[src/rtl/ipi_pkg.sv]
package ipi_pkg;
   localparam int WORD_W  = 32;
   localparam int VEC_W   = 8;
   localparam int MODE_W  = 3;
   localparam int SH_W    = 2;

   // Bit positions in the command word
   localparam int VEC_LSB  = 0;
   localparam int MODE_LSB = 8;
   localparam int BUSY_BIT = 12;
   localparam int LVL_BIT  = 14;
   localparam int TRIG_BIT = 15;
   localparam int RRS_LSB  = 16;
   localparam int SH_LSB   = 18;

   typedef enum logic [SH_W-1:0] {
      SH_FIELD = 2'b00,
      SH_SELF  = 2'b01,
      SH_ALL   = 2'b10,
      SH_OTHER = 2'b11
   } ipi_short_e;

   typedef struct packed {
      ipi_short_e              shorthand;
      logic                    trig;
      logic                    level;
      logic [MODE_W-1:0]       mode;
      logic [VEC_W-1:0]        vector;
   } ipi_cmd_t;

   function automatic ipi_cmd_t unpack_cmd(input logic [WORD_W-1:0] w);
      ipi_cmd_t c;
      c.vector    = w[VEC_LSB +: VEC_W];
      c.mode      = w[MODE_LSB +: MODE_W];
      c.level     = w[LVL_BIT];
      c.trig      = w[TRIG_BIT];
      c.shorthand = ipi_short_e'(w[SH_LSB +: SH_W]);
      return c;
   endfunction

   function automatic logic [WORD_W-1:0] pack_cmd(input ipi_cmd_t c, input logic busy);
      logic [WORD_W-1:0] w;
      w = '0;
      w[VEC_LSB +: VEC_W]   = c.vector;
      w[MODE_LSB +: MODE_W] = c.mode;
      w[BUSY_BIT]           = busy;
      w[LVL_BIT]            = c.level;
      w[TRIG_BIT]           = c.trig;
      w[RRS_LSB +: 2]       = 2'b00;
      w[SH_LSB +: SH_W]     = c.shorthand;
      return w;
   endfunction
endpackage

[src/rtl/ipi_reg_file.sv]
module ipi_reg_file
   import ipi_pkg::*;
#(
   parameter int              ADDR_W  = 12,
   parameter int              ID_W    = 8,
   parameter logic [ADDR_W-1:0] LO_OFS  = 12'h300,
   parameter logic [ADDR_W-1:0] HI_OFS  = 12'h310,
   parameter logic [ADDR_W-1:0] ERR_OFS = 12'h280
) (
   input  logic              clk,
   input  logic              rst_n,
   input  logic              bus_wr,
   input  logic [ADDR_W-1:0] bus_addr,
   input  logic [WORD_W-1:0] bus_wdata,
   output logic [WORD_W-1:0] bus_rdata,
   input  logic              busy,
   input  ipi_cmd_t          cur_cmd,
   output logic              accept,
   output ipi_cmd_t          new_cmd,
   output logic [ID_W-1:0]   staged_id,
   output logic              err_flag
);
   localparam int DEST_LSB = WORD_W - 8;

   logic hit_lo, hit_hi, hit_err;
   logic [ID_W-1:0] id_q;
   logic            err_q;

   assign hit_lo  = bus_addr == LO_OFS;
   assign hit_hi  = bus_addr == HI_OFS;
   assign hit_err = bus_addr == ERR_OFS;

   assign accept  = bus_wr && hit_lo && !busy;
   assign new_cmd = unpack_cmd(bus_wdata);

   always_ff @(posedge clk) begin
      if (!rst_n) begin
         id_q  <= '0;
         err_q <= 1'b0;
      end else begin
         if (bus_wr && hit_hi)
            id_q <= bus_wdata[DEST_LSB +: ID_W];
         if (bus_wr && hit_lo && busy)
            err_q <= 1'b1;
         else if (bus_wr && hit_err)
            err_q <= 1'b0;
      end
   end

   always_comb begin
      bus_rdata = '0;
      if (hit_lo)
         bus_rdata = pack_cmd(cur_cmd, busy);
      else if (hit_hi)
         bus_rdata[DEST_LSB +: ID_W] = id_q;
      else if (hit_err)
         bus_rdata[0] = err_q;
   end

   assign staged_id = id_q;
   assign err_flag  = err_q;
endmodule

[src/rtl/ipi_launch_ctl.sv]
module ipi_launch_ctl
   import ipi_pkg::*;
#(
   parameter int ID_W = 8
) (
   input  logic            clk,
   input  logic            rst_n,
   input  logic            accept,
   input  ipi_cmd_t        new_cmd,
   input  logic [ID_W-1:0] staged_id,
   input  logic            ready,
   output logic            busy,
   output ipi_cmd_t        cmd_q,
   output logic [ID_W-1:0] id_snap
);
   logic busy_q;

   always_ff @(posedge clk) begin
      if (!rst_n) begin
         busy_q  <= 1'b0;
         cmd_q   <= '0;
         id_snap <= '0;
      end else if (accept) begin
         busy_q  <= 1'b1;
         cmd_q   <= new_cmd;
         id_snap <= staged_id;
      end else if (busy_q && ready) begin
         busy_q  <= 1'b0;
      end
   end

   assign busy = busy_q;
endmodule

[src/rtl/ipi_dest_resolve.sv]
module ipi_dest_resolve
   import ipi_pkg::*;
#(
   parameter int              ID_W     = 8,
   parameter logic [ID_W-1:0] BCAST_ID = '1
) (
   input  ipi_short_e      shorthand,
   input  logic [ID_W-1:0] field_id,
   input  logic [ID_W-1:0] self_id,
   output logic [ID_W-1:0] dest
);
   always_comb begin
      unique case (shorthand)
         SH_FIELD: dest = field_id;
         SH_SELF:  dest = self_id;
         default:  dest = BCAST_ID;
      endcase
   end
endmodule

[src/rtl/ipi_cmd_unit.sv]
module ipi_cmd_unit
   import ipi_pkg::*;
#(
   parameter int                ADDR_W   = 12,
   parameter int                ID_W     = 8,
   parameter logic [ADDR_W-1:0] LO_OFS   = 12'h300,
   parameter logic [ADDR_W-1:0] HI_OFS   = 12'h310,
   parameter logic [ADDR_W-1:0] ERR_OFS  = 12'h280,
   parameter logic [ID_W-1:0]   BCAST_ID = '1
) (
   input  logic              clk,
   input  logic              rst_n,
   input  logic [ID_W-1:0]   self_id,
   input  logic              bus_wr,
   input  logic [ADDR_W-1:0] bus_addr,
   input  logic [31:0]       bus_wdata,
   output logic [31:0]       bus_rdata,
   output logic              msg_valid,
   input  logic              msg_ready,
   output logic [ID_W-1:0]   msg_dest,
   output logic [7:0]        msg_vector,
   output logic [2:0]        msg_mode,
   output logic              msg_trig,
   output logic              msg_level,
   output logic [1:0]        msg_short
);
   initial begin
      if (ID_W < 1 || ID_W > 8)
         $fatal(1, "ipi_cmd_unit: ID_W must be 1..8");
      if (ADDR_W < 10)
         $fatal(1, "ipi_cmd_unit: ADDR_W too small for register offsets");
      if (LO_OFS == HI_OFS || LO_OFS == ERR_OFS || HI_OFS == ERR_OFS)
         $fatal(1, "ipi_cmd_unit: register offsets must differ");
   end

   logic            busy, accept, err_flag;
   ipi_cmd_t        new_cmd, cmd_q;
   logic [ID_W-1:0] staged_id, id_snap;

   ipi_reg_file #(
      .ADDR_W(ADDR_W), .ID_W(ID_W),
      .LO_OFS(LO_OFS), .HI_OFS(HI_OFS), .ERR_OFS(ERR_OFS)
   ) u_regs (
      .clk(clk), .rst_n(rst_n),
      .bus_wr(bus_wr), .bus_addr(bus_addr), .bus_wdata(bus_wdata),
      .bus_rdata(bus_rdata),
      .busy(busy), .cur_cmd(cmd_q),
      .accept(accept), .new_cmd(new_cmd),
      .staged_id(staged_id), .err_flag(err_flag)
   );

   ipi_launch_ctl #(.ID_W(ID_W)) u_launch (
      .clk(clk), .rst_n(rst_n),
      .accept(accept), .new_cmd(new_cmd), .staged_id(staged_id),
      .ready(msg_ready),
      .busy(busy), .cmd_q(cmd_q), .id_snap(id_snap)
   );

   ipi_dest_resolve #(.ID_W(ID_W), .BCAST_ID(BCAST_ID)) u_dest (
      .shorthand(cmd_q.shorthand), .field_id(id_snap),
      .self_id(self_id), .dest(msg_dest)
   );

   assign msg_valid  = busy;
   assign msg_vector = cmd_q.vector;
   assign msg_mode   = cmd_q.mode;
   assign msg_trig   = cmd_q.trig;
   assign msg_level  = cmd_q.level;
   assign msg_short  = cmd_q.shorthand;
endmodule

[config.mk]
export PLATFORM = sky130hd
export DESIGN_NAME = ipi_cmd_unit
export DESIGN_NICKNAME = d
export VERILOG_FILES = /design/src/rtl/ipi_pkg.sv /design/src/rtl/ipi_reg_file.sv /design/src/rtl/ipi_launch_ctl.sv /design/src/rtl/ipi_dest_resolve.sv /design/src/rtl/ipi_cmd_unit.sv
export SDC_FILE = /design/constraint.sdc
export NUM_CORES = 1
export LEC_CHECK = 0
export ABC_CLOCK_PERIOD_IN_PS = 6530
export BUFFER_PORTS_ARGS = -buffer_cell sky130_fd_sc_hd__buf_2
export CORE_UTILIZATION = 40
export DETAILED_ROUTE_END_ITERATION = 8
export GPL_TIMING_DRIVEN = 1
export PLACE_DENSITY = 0.76
export SLEW_MARGIN = 15
export SYNTH_ARGS = -nofsm -noshare
export SYNTH_HDL_FRONTEND = slang
export SYNTH_SLANG_ARGS = --single-unit
[constraint.sdc]
create_clock -name clk -period 6.53 [get_ports clk]
set_input_delay 1.306 -clock clk [delete_from_list [all_inputs] [get_ports clk]]
set_output_delay 1.306 -clock clk [all_outputs]
set_load 0.05 [all_outputs]
# Word level (Yosys, flattened, before mapping)
# Cells that the tools add are included.
# word_totals
regBits,33
input_bits,56
word_cells,34
# op_classes
eq_ne,4
n_mux,11
n_reduce_logical,10
# ops
operator,n
$eq A12 B10 Y1 const B,3
$mux W19,1
$mux W8,2
$pmux W8 S2,1
$mux W1,7
$logic_and A1 B1 Y1,6
$reduce_bool A2 Y1,2
$eq A2 B1 Y1 const B,1
$logic_not A2 Y1,1
$logic_not A1 Y1,1

# Depth between registers and ports, before layout
# Gate-level depths: netlist of the first run.
# depth
ltp_word,4
ltp_mapped,5

# By module
# From an unflattened synthesis of the first run, not the netlist that was laid out.
# unflattened
cells_unflattened,197
area_unflattened_um2,1911.8
# modules_own_cells
mod,instances,cells_each,area_each_um2
ipi_launch_ctl,1,77,927.1
ipi_reg_file,1,102,842.1
ipi_dest_resolve,1,18,142.6

# Least setup slack after synthesis of the first run
# OpenSTA, ideal clock, no wires.
# synth_path
path_type,input -> output
from,input port bus_addr[1]
to,output port bus_rdata[0]
arrival_time_ns,4.321
required_ns,5.224
path_slack_ns,0.903
cell_stages,2
path_buffers,0
path_cell_list,or4_4 -> a2111oi_0
# synth_via
elab_chain_cells,4
# synth_rtl
item,line,rtl
start: declaration,ipi_cmd_unit.sv:15,"input logic [ADDR_W-1:0] bus_addr,"
$eq A12 B10 Y1,ipi_reg_file.sv:31,assign hit_err = bus_addr == ERR_OFS;
$mux W1,ipi_reg_file.sv:56,else if (hit_err)
$mux W1,ipi_reg_file.sv:54,else if (hit_hi)
$mux W1 *,ipi_reg_file.sv:52,if (hit_lo)
end: declaration,ipi_cmd_unit.sv:17,"output logic [31:0] bus_rdata,"
# Mark *: on every way between the ends. The rest lies on a longest branch, timed or not.

# Worst setup path after layout of the first run
# layout_path
from,input port bus_addr[1]
to,output port bus_rdata[1]
# layout_via
elab_chain_cells,2
# layout_rtl
item,line,rtl
$eq A12 B10 Y1,ipi_reg_file.sv:29,assign hit_lo = bus_addr == LO_OFS;
$mux W19,ipi_reg_file.sv:52,
# No other way between the ends.

==> results of run 1 <==
per-layer routing:
metal	up-vias	part of all wire, %
met5	-	0
met4	0	1.7
li1	848	-
met3	11	7.4
met2	74	49
met1	739	42
through the flow:
step / util (%) / power, W / hold slack (ns) / instances
after floorplan: - / 0.000230 / 0.430 / 211
after global placement: 53.7 / 0.000242 / 0.438 / 336
after detailed placement: 53.7 / 0.000243 / 0.443 / 336
after CTS: 55.8 / 0.000395 / 0.455 / 343
after global routing: 55.8 / 0.000407 / 0.473 / 343
final: 55.8 / 0.000389 / 0.452 / 343
cells in the final DEF, fill, tap and decap left out, drive strengths merged, types with 4 or more instances in the layout:
master and instances:
a211o 8, and2 23, buf 96, clkbuf 7, conb 8, dfxtp 33
mux2i 31, nand2 55, nor2b 10, nor4 4
state kept, by name, indices dropped and copies added (netlist names):
register	cells
u_launch.busy	1
u_regs.staged_id	8
u_launch.cmd_q	15
u_regs.err_flag	1
u_launch.id_snap	8
area by class of cell:
cell class | count | area (sq um) | area share [%]
multi-input combinational | 156 | 997 | 43.4
sequential | 33 | 661 | 28.8
timing repair buffer | 96 | 485 | 21.1
clock buffer | 7 | 86.3 | 3.76
tap | 50 | 62.6 | 2.72
inverter | 1 | 3.75 | 0.163
path summary, 6_finish.rpt:
path,startpoint,to,slack (ns),cells after the start
max,bus_addr[1],bus_rdata[1],2.04,6
min,u_launch.id_snap[7],u_launch.id_snap[7],0.45,2
max reg2reg,u_launch.busy,u_launch.cmd_q[11],5.19,4
min reg2reg,u_launch.id_snap[7],u_launch.id_snap[7],0.45,2
power by group through the flow:
stage                     sequential (W)  clock [W]  combinational (W)
after global placement          0.000206          0          0.0000362
after detailed placement        0.000206          0          0.0000369
after global routing            0.000201   0.000165          0.0000410
after floorplan                 0.000206          0          0.0000244
after CTS                       0.000201   0.000157          0.0000370
final                           0.000201   0.000151          0.0000370
worst min-delay path, delay by kind of cell, from the launching register on:
| family | cells | cell delay, ns |
|---|---|---|
| multiplexers | 1 | 0.05 |
| flip-flops | 1 | 0.31 |
| AND/OR/NAND/NOR | 1 | 0.05 |
logic make-up after synthesis:
logic type / synth area share [%]
AO/OA/AOI/OAI: 5.79
multiplexers: 17.7
buffers and inverters: 6.86
other: 0.214
AND/OR/NAND/NOR: 31.7
flip-flops: 37.7
==> metrics.md, run 1 <==
| Metric | Value |
|---|---|
| Outcome | `complete, no violations` |
| Int Power | `0.000298 W` |
| Num CTS Buffers | `5` |
| Initial Util | `a little over two fifths` |
| Delay-heaviest family, CP | `simple AND/OR/NAND/NOR gates` |
| First-pass GRT wire length | `6110 microns` |
| Rows | `23` |
| Combinational share of power | `9.5%` |
| Top Ports | `between 100 and 150` |
| Max-cap violations | `0` |
| Mapped Area | `0.00175 sq mm` |
| Post-synth cell types | `26` |
| Top cells by area, synth | `dfxtp_1, mux2i_1, nand2_1` |
| Asr flop ratio synth | `0%` |
| Setup CP Type | `input pin to primary output` |
| CP endpoint kind | `primary output` |
| Global Route Usage Sum | `approximately 18%` |
| Power share of the clock group | `between 30% and 40%` |
| Core ar. | `0.00412 sq mm` |
| GRT met1 Usage | `20.1%` |
| Fin crit share | `68.7%` |
| DRC errors left | `0` |
| Hold_buf cts | `0` |
| Pwr/cell area | `170 mW/mm^2` |
| Die Y | `68.2 microns` |
| Diodes inserted | `0` |
| Finish-stage setup viols | `0` |
| Top cells by count, synth | `nand2_1, dfxtp_1, mux2i_1` |
| Crit-path most repeated cell | `buf_2` |
| Worst slew margin | `38.6%` |
| Detailed Route WL | `4020 microns` |
| RSZ-0062 raised after global routing | `no` |
| Hold Path Class | `register to register` |
| Biggest area consumer among synthesized cells | `dfxtp_1` |
| Number of synthesized flops with an enable pin | `0` |
| CTS Sinks | `33` |
| Vias | `between 1500 and 2000` |
| Fraction of layout instances using a drive strength above 1 | `35.8%` |
| Pre-Repair DR Iteration Count | `4` |
| Buf/Inv on CP | `3` |
| Cell area after layout | `between 0.002 and 0.0025 sq mm` |
| Vias/cell | `~4.9` |
| Worst-Skew Late Latency | `around 0.27 ns` |
| Worst-margin pin slew | `0.920 ns` |
| Fin worst setup slack | `2.04 ns` |
| Peak Freq | `223 MHz` |
| Syn avg cell area | `8.59 sq um` |
| Wire length per cell | `11.7 microns` |
| Met3 Usage GRT | `4.83%` |
| Leak | `1.22 nW` |
| Setup_tns | `0 ns` |
| Grt met2 use | `31.3%` |
| Largest net degree at the start of global routing | `58` |
| Seq/Total Area, Yosys | `37.7%` |
| Routed Antenna Nets | `0` |
| Dominant synthesized flop cell | `dfxtp_1` |
| H-tree depth | `2` |
| GP Congestion | `0.880` |
| Max VDD drop | `82.8 uV` |
| Initial antenna violation count | `0` |
| Cell with the most instances after synthesis | `nand2_1` |
| Sequential share of power | `51.7%` |
| Slew Viols, Final | `0` |
| Die ar. | `0.00465 sq mm` |
| Switching share of power | `23.4%` |
| Critical path required time | `5.22 ns` |
| DRT iter0 DRCs | `63` |
| Largest stage delay, worst path | `about 0.56 ns` |
| Post-CTS sizing | `0` |
| Reg clk slew, reported paths | `roughly 0.060 ns` |
| Crit start category | `input pin` |
| Yosys synthesis warning count | `0` |
| Filler cell count | `392` |
| Post-CTS Setup Repair Bufs | `0` |
| Mapped Cells | `204` |
| Area post-placement | `0.00221 sq mm` |
| Post-layout min period | `4.49 ns` |
| Area share of the largest cell type after synthesis | `37.7%` |
| Via count of the first global-routing pass | `1403` |
| CTS Buffer Depth | `2` |
| Sw power | `0.0000911 W` |
| Chip width | `68.2 microns` |
| Slowest-stage cell, CP | `or4_4` |
| Arrival time at the worst endpoint | `3.18 ns` |
| Detail Placement HPWL | `about 2900 microns` |
| FF+latch count, synth | `33` |
| Critical-path cell list | `buf_2, or4_4, nor4_2, buf_4, and2_1, buf_2` |
| Root Driver | `clkbuf_8` |
| Nets | `349` |
| Area Growth Syn to Fin | `31.1%` |
| Hold Vio Cnt, Final | `0` |
| Dpl ws | `roughly 2 ns` |
| GRT Max-Usage Layer | `met2` |
| CTS tree | `done` |
| # port buffers | `94` |
| Clk_skew | `0.00233 ns` |
| Grt ovf | `0` |
| Worst-path fanout max | `10` |
(Power assumes the default switching activity.)
==> inputs of run 2 (changes only) <==
Settings changed: ABC_CLOCK_PERIOD_IN_PS 6530 to 4400.
Clock period 6.53 ns to 4.4 ns, I/O delays scaled along.
==> run 2 against run 1 <==
Register-to-register slack lost 2.6 ns. Wire length increased by 0.27%. First-iteration DRC count shrank 7.9%. Sequential share of layout area fell by 0.20 points. Flip-flop and latch count unchanged. Die area unchanged. Core utilization rose by 0.40 points. Final cell count rose by 0.29%. Largest power group unchanged.
==> metrics.md, run 2 (synthesized netlist as in run 1, its figures left out) <==
| Metric | Value |
|---|---|
| CTS Buffer Depth | `2 (unchanged)` |
| Most frequent cells in the layout | `buf_2, nand2_1, dfxtp_1 (unchanged)` |
| Top Ports | `112 (unchanged)` |
| Fin worst setup slack | `0.890 ns (was 2.04 ns)` |
| Most flops, register | `u_launch.cmd_q (unchanged)` |
| Pre-Repair DR Iteration Count | `6 (was 4)` |
| Filler cell count | `381 (was 392)` |
| Vias/cell | `4.79 (was 4.87)` |
| Hold Crit Depth | `2 (unchanged)` |
| Largest net degree at the start of global routing | `58 (unchanged)` |
| Number of flip-flops in the largest register | `15 (unchanged)` |
| Crit start category | `input pin (unchanged)` |
| Setup CP Type | `input pin to primary output (unchanged)` |
| Max-cap violations | `0 (unchanged)` |
| CTS tree | `done (unchanged)` |
| Reg2reg setup slack | `2.61 ns (was 5.19 ns)` |
| Worst Hold End | `u_launch.id_snap[6] (was u_launch.id_snap[7])` |
| Finish-stage setup viols | `0 (unchanged)` |
| Detail Placement HPWL | `2910 microns (was 2870 microns)` |
| Core ar. | `0.00412 sq mm (unchanged)` |
| Top layer reached by signal wires | `met5 (was met4)` |
| Post-CTS Setup Repair Bufs | `0 (unchanged)` |
| Dpl ws | `0.820 ns (was 2.00 ns)` |
| Fraction of layout instances using a drive strength above 1 | `36.4% (was 35.8%)` |
| Initial antenna violation count | `1 (was 0)` |
| # port buffers | `94 (unchanged)` |
| Worst r2r src | `u_launch.busy (unchanged)` |
| Chip width | `68.2 microns (unchanged)` |
| Initial Util | `42.6% (unchanged)` |
| Peak Freq | `~280 MHz` |
| FF+latch area | `661 sq um (unchanged)` |
| First-pass GRT wire length | `5840 microns (was 6110 microns)` |
| GP Congestion | `0.867 (was 0.880)` |
| Hold path start | `u_launch.id_snap[6] (was u_launch.id_snap[7])` |
| Worst slew margin | `38.5% (was 38.6%)` |
| Area Growth Syn to Fin | `32.0% (was 31.1%)` |
| Met3 Wirelength | `242 microns (was 298 microns)` |
| M1 WL | `1800 microns (was 1700 microns)` |
| Die ar. | `0.00465 sq mm (unchanged)` |
| Reg clk slew, reported paths | `0.06 ns (about the same)` |
| Grt ovf | `0 (unchanged)` |
| CP endpoint kind | `primary output (unchanged)` |
| Worst-path fanout max | `8 (was 10)` |
| H-tree depth | `2 (unchanged)` |
| Fin crit share | `approximately four fifths` |
| Hold Vio Cnt, Final | `0 (unchanged)` |
| Worst-Skew Late Latency | `0.28 ns (was 0.27 ns)` |
| Most common cell after layout, fill and taps aside | `buf_2 (unchanged)` |
| Multi-input gate area | `998 sq um (was 997 sq um)` |
| Nets | `349 (unchanged)` |
| Critical path required time | `3.52 ns (was 5.22 ns)` |
| Routed Antenna Nets | `0 (unchanged)` |
| Outcome | `complete, no violations (unchanged)` |
| Setup_tns | `0 ns (unchanged)` |
| Wire length per cell | `11.7 microns (about the same)` |
| Hold Path Class | `register to register (unchanged)` |
| Max VDD drop | `115 uV (was 82.8 uV)` |
| Num CTS Buffers | `5 (unchanged)` |
| Root Driver | `clkbuf_8 (unchanged)` |
| Global Route Usage Sum | `17.4% (was 17.8%)` |
| Via count of the first global-routing pass | `1319 (was 1403)` |
| CTS Sinks | `33 (unchanged)` |
| Arrival time at the worst endpoint | `2.63 ns (was 3.18 ns)` |
| Slew Viols, Final | `0 (unchanged)` |
| Die Y | `68.2 microns (unchanged)` |
| Rows | `23 (unchanged)` |
| Leak | `1.23 nW (was 1.22 nW)` |
| RSZ-0062 raised after global routing | `no (unchanged)` |
| Worst-margin pin slew | `0.922 ns (was 0.920 ns)` |
| Clk_skew | `0.00389 ns (was 0.00233 ns)` |
| Post-layout min period | `3.51 ns` |
| DRC errors left | `0 (unchanged)` |
| Diodes inserted | `0 (unchanged)` |
| Final Util | `56.2% (was 55.8%)` |
| Detailed Route WL | `4030 microns (was 4020 microns)` |
| Hold_buf cts | `0 (unchanged)` |
| Post-CTS sizing | `0 (unchanged)` |
| Reg2reg path depth | `4 (unchanged)` |
| Pwr/cell area | `260 mW/mm^2 (was 170 mW/mm^2)` |
| DRT iter0 DRCs | `58 (was 63)` |
| Vias | `1648 (was 1672)` |
| WL met2 | `1940 microns (was 1960 microns)` |
| Reg-to-Reg End | `u_launch.id_snap[1] (was u_launch.cmd_q[11])` |
## run 2: cell count changes in the layout (fill, tap and decap cells not counted)
| cell | delta |
|---|---|
| a2111oi_0 | -1 |
| a2111oi_1 | +1 |
| clkbuf_1 | -1 |
| clkbuf_8 | +1 |
| clkinv_2 | +1 |
## run 2: how the worst max path moves through the flow
| stage | endpoint | startpoint | cells after the start | slack, ns |
|---|---|---|---|---|
| after floorplan | bus_rdata[0] | bus_addr[1] | 2 | 0.31 |
| after global placement | bus_rdata[24] | bus_addr[1] | 5 | 0.84 |
| after detailed placement | bus_rdata[31] | bus_addr[1] | 5 | 0.82 |
| after CTS | bus_rdata[31] | bus_addr[1] | 5 | 0.82 |
| after global routing | bus_rdata[31] | bus_addr[1] | 5 | 0.80 |
| final | bus_rdata[31] | bus_addr[1] | 5 | 0.89 |
## run 2: worst max-delay path: stages
cell    delay, ns
buf_2        0.10
or4_4        0.56
nor4_2       0.59
and2_1       0.23
buf_2        0.26
## run 2: through the flow
step                cell area (sq um)  hold slack, ns  power, W  cells
floorplan                        1780           0.430  0.000342    211
global placement                 2210           0.439  0.000359    336
detailed placement               2210           0.444  0.000360    336
CTS                              2310           0.454  0.000612    344
global route                     2310           0.463  0.000633    344
finish                           2310           0.450  0.000600    344
## run 2: layout make-up
type                       instances  share of cell area [%]
multi-input combinational        156                    43.2
tap                               50                    2.71
inverter                           1                   0.162
sequential                        33                    28.6
clock buffer                       7                    4.17
clock inverter                     1                   0.216
timing repair buffer              96                    21.0
## run 2: report_power, final
part	internal [W]	total (W)	switching, W
Combinational	0.0000198	0.0000550	0.0000352
Clock	0.000141	0.000247	0.000105
Sequential	0.000299	0.000299	0.0000000204
Total	0.000460	0.000600	0.000140
## run 2: metal layers
layer | vias up | track usage, %
met5 | - | 0
met4 | 2 | 5.99
met3 | 6 | 7.00
met2 | 64 | 30.3
met1 | 729 | 18.8
li1 | 847 | -
==> inputs of run 3 (changes only) <==
Settings changed: ABC_CLOCK_PERIOD_IN_PS 4400 to 3300.
Clock period 4.4 ns to 3.3 ns, I/O delays scaled along.
==> run 3 against run 2 <==
Core utilization is 0.67 points higher. Register-to-register slack worse by 0.50 ns. Worst setup slack worse by 0.58 ns. Sequential share of layout area fell by 0.34 points. Critical path depth up 1. Non-clock buffer count up 3. Largest cell class unchanged. Power up 34%. Wire length decreased by 1.7%. Critical path type unchanged. Sequential power is 33% higher. Clock-buffer cell count stayed put.
==> metrics.md, run 3 (synthesized netlist as in run 1, its figures left out) <==
| Metric | Value |
|---|---|
| Outcome | `complete, no violations (unchanged)` |
| CP endpoint kind | `primary output (unchanged)` |
| Buf/Inv on CP | `3 (was 2)` |
| Largest net degree at the start of global routing | `58 (unchanged)` |
| Hold Path Class | `register to register (unchanged)` |
| Critical path required time | `2.64 ns (was 3.52 ns)` |
| Reg-to-Reg End | `u_launch.id_snap[6] (was u_launch.id_snap[1])` |
| Hold Crit Depth | `2 (unchanged)` |
| CTS Buffer Depth | `2 (unchanged)` |
| Worst slew margin | `38.4% (was 38.5%)` |
| DRC errors left | `0 (unchanged)` |
| CTS Sinks | `33 (unchanged)` |
| Finish-stage setup viols | `0 (unchanged)` |
| FF+latch area | `661 sq um (unchanged)` |
| Cell area after layout | `0.00234 sq mm (was 0.00231 sq mm)` |
| Diodes inserted | `0 (unchanged)` |
| Rows | `23 (unchanged)` |
| Area post-placement | `0.00224 sq mm (was 0.00221 sq mm)` |
| Worst-margin pin slew | `0.925 ns (was 0.922 ns)` |
| Crit start category | `input pin (unchanged)` |
| CTS tree | `done (unchanged)` |
| Peak Freq | `334 MHz` |
| Largest stage delay, worst path | `0.57 ns (was 0.59 ns)` |
| Pwr/cell area | `343 mW/mm^2 (was 260 mW/mm^2)` |
| Number of flip-flops in the largest register | `15 (unchanged)` |
| Detail Placement HPWL | `2910 microns (about the same)` |
| Hold_buf cts | `0 (unchanged)` |
| Top Ports | `112 (unchanged)` |
| Filler cell count | `398 (was 381)` |
| Die Y | `68.2 microns (unchanged)` |
| Vias/cell | `4.75 (was 4.79)` |
| Post-CTS Setup Repair Bufs | `0 (unchanged)` |
| Detailed Route WL | `3970 microns (was 4030 microns)` |
| Dpl ws | `0.315 ns (was 0.820 ns)` |
| Worst r2r src | `u_launch.busy (unchanged)` |
| Grt ovf | `0 (unchanged)` |
| Fin worst setup slack | `0.307 ns (was 0.890 ns)` |
| Post-layout min period | `2.99 ns` |
| Most frequent cells in the layout | `buf_2, nand2_1, dfxtp_1 (unchanged)` |
| Initial Util | `42.6% (unchanged)` |
| Worst Hold End | `u_launch.id_snap[3] (was u_launch.id_snap[6])` |
| Worst-path fanout max | `9 (was 8)` |
| RSZ-0062 raised after global routing | `no (unchanged)` |
| Hold Vio Cnt, Final | `0 (unchanged)` |
| Delay-heaviest family, CP | `simple AND/OR/NAND/NOR gates (unchanged)` |
| Vias | `1647 (was 1648)` |
| Clk_skew | `0.00363 ns (was 0.00389 ns)` |
| GP Congestion | `0.857 (was 0.867)` |
| First-pass GRT wire length | `6160 microns (was 5840 microns)` |
| Setup CP Type | `input pin to primary output (unchanged)` |
| Global Route Usage Sum | `17.9% (was 17.4%)` |
| Reg2reg path depth | `4 (unchanged)` |
| Fraction of layout instances using a drive strength above 1 | `37.4% (was 36.4%)` |
| Max-cap violations | `0 (unchanged)` |
| Reg clk slew, reported paths | `0.07 ns (was 0.06 ns)` |
| Leak | `1.24 nW (was 1.23 nW)` |
| Slew Viols, Final | `0 (unchanged)` |
| H-tree depth | `2 (unchanged)` |
| Setup_tns | `0 ns (unchanged)` |
| Crit-path most repeated cell | `buf_2 (unchanged)` |
| Core ar. | `0.00412 sq mm (unchanged)` |
| Slowest-stage cell, CP | `or4_4 (was nor4_2)` |
| Area Growth Syn to Fin | `33.6% (was 32.0%)` |
| Most flops, register | `u_launch.cmd_q (unchanged)` |
| Via count of the first global-routing pass | `1464 (was 1319)` |
| DRT iter0 DRCs | `41 (was 58)` |
| Pre-Repair DR Iteration Count | `4 (was 6)` |
| Num CTS Buffers | `5 (unchanged)` |
| Post-CTS sizing | `0 (unchanged)` |
| Initial antenna violation count | `0 (was 1)` |
| Worst Hold Margin | `0.455 ns (was 0.450 ns)` |
| Arrival time at the worst endpoint | `2.33 ns (was 2.63 ns)` |
| Wire length per cell | `11.4 microns (was 11.7 microns)` |
| Fin crit share | `90.7%` |
| Most common cell after layout, fill and taps aside | `buf_2 (unchanged)` |
| Routed Antenna Nets | `0 (unchanged)` |
| Placed cell count | `339 (was 336)` |
| # port buffers | `94 (unchanged)` |
| Post-Layout Cell Count | `347 (was 344)` |
| Worst-Skew Late Latency | `0.28 ns (about the same)` |
| Root Driver | `clkbuf_8 (unchanged)` |
| Hold path start | `u_launch.id_snap[3] (was u_launch.id_snap[6])` |
| Critical-path cell list | `buf_2, or4_4, nor4_2, buf_4, and2_1, buf_2 (was buf_2, or4_4, nor4_2, and2_1, buf_2)` |
| Nets | `352 (was 349)` |
| Multi-input gate area | `0.00100 sq mm (was 998 sq um)` |
| Die ar. | `0.00465 sq mm (unchanged)` |
| Max VDD drop | `191 uV (was 115 uV)` |
| Reg2reg setup slack | `2.11 ns (was 2.61 ns)` |
| Chip width | `68.2 microns (unchanged)` |
==> run 3: worst max path at each step <==
stage	from	to	slack [ns]	cells past startpoint
global route	bus_addr[1]	bus_rdata[12]	0.21	6
finish	bus_addr[1]	bus_rdata[3]	0.31	6
detailed placement	bus_addr[1]	bus_rdata[3]	0.31	6
global placement	bus_addr[1]	bus_rdata[2]	0.33	6
floorplan	bus_addr[1]	bus_rdata[0]	0.34	2
CTS	bus_addr[1]	bus_rdata[3]	0.31	6
==> run 3: cell type report <==
type	instances	share of cell area (%)
clock buffers	7	4.12
clock inverters	1	0.214
inverters	1	0.160
multi-input cells	156	42.9
flip-flops and latches	33	28.2
well taps	50	2.67
repair buffers	99	21.7
==> run 3: through the flow <==
stage                     util [%]  power (W)
final                         56.9   0.000802
after global routing          56.9   0.000835
after CTS                     56.9   0.000817
after detailed placement      54.4   0.000480
after global placement        54.4   0.000479
after floorplan                  -   0.000456
==> run 3: worst reg2reg max path, cell delays in order, from the launching register on <==
cell	delay, ns
dfxtp_1	0.33
nor2b_1	0.10
and4_1	0.22
buf_4	0.25
mux2i_1	0.21
==> run 3: layer usage <==
layer	wire length (microns)	part of all wire, %	global-route usage (%)
met2	1930	49	32.6
met3	268	6.8	6.17
met4	82	2.1	6.25
met1	1690	43	18.7
met5	0	0	0
==> run 3: report_power, final <==
group / switching (W) / leakage, nW / internal, W
combinational: 0.0000469 / 0.924 / 0.0000263
sequential: 0.0000000254 / 0.266 / 0.000398
clock: 0.000142 / 0.0542 / 0.000188
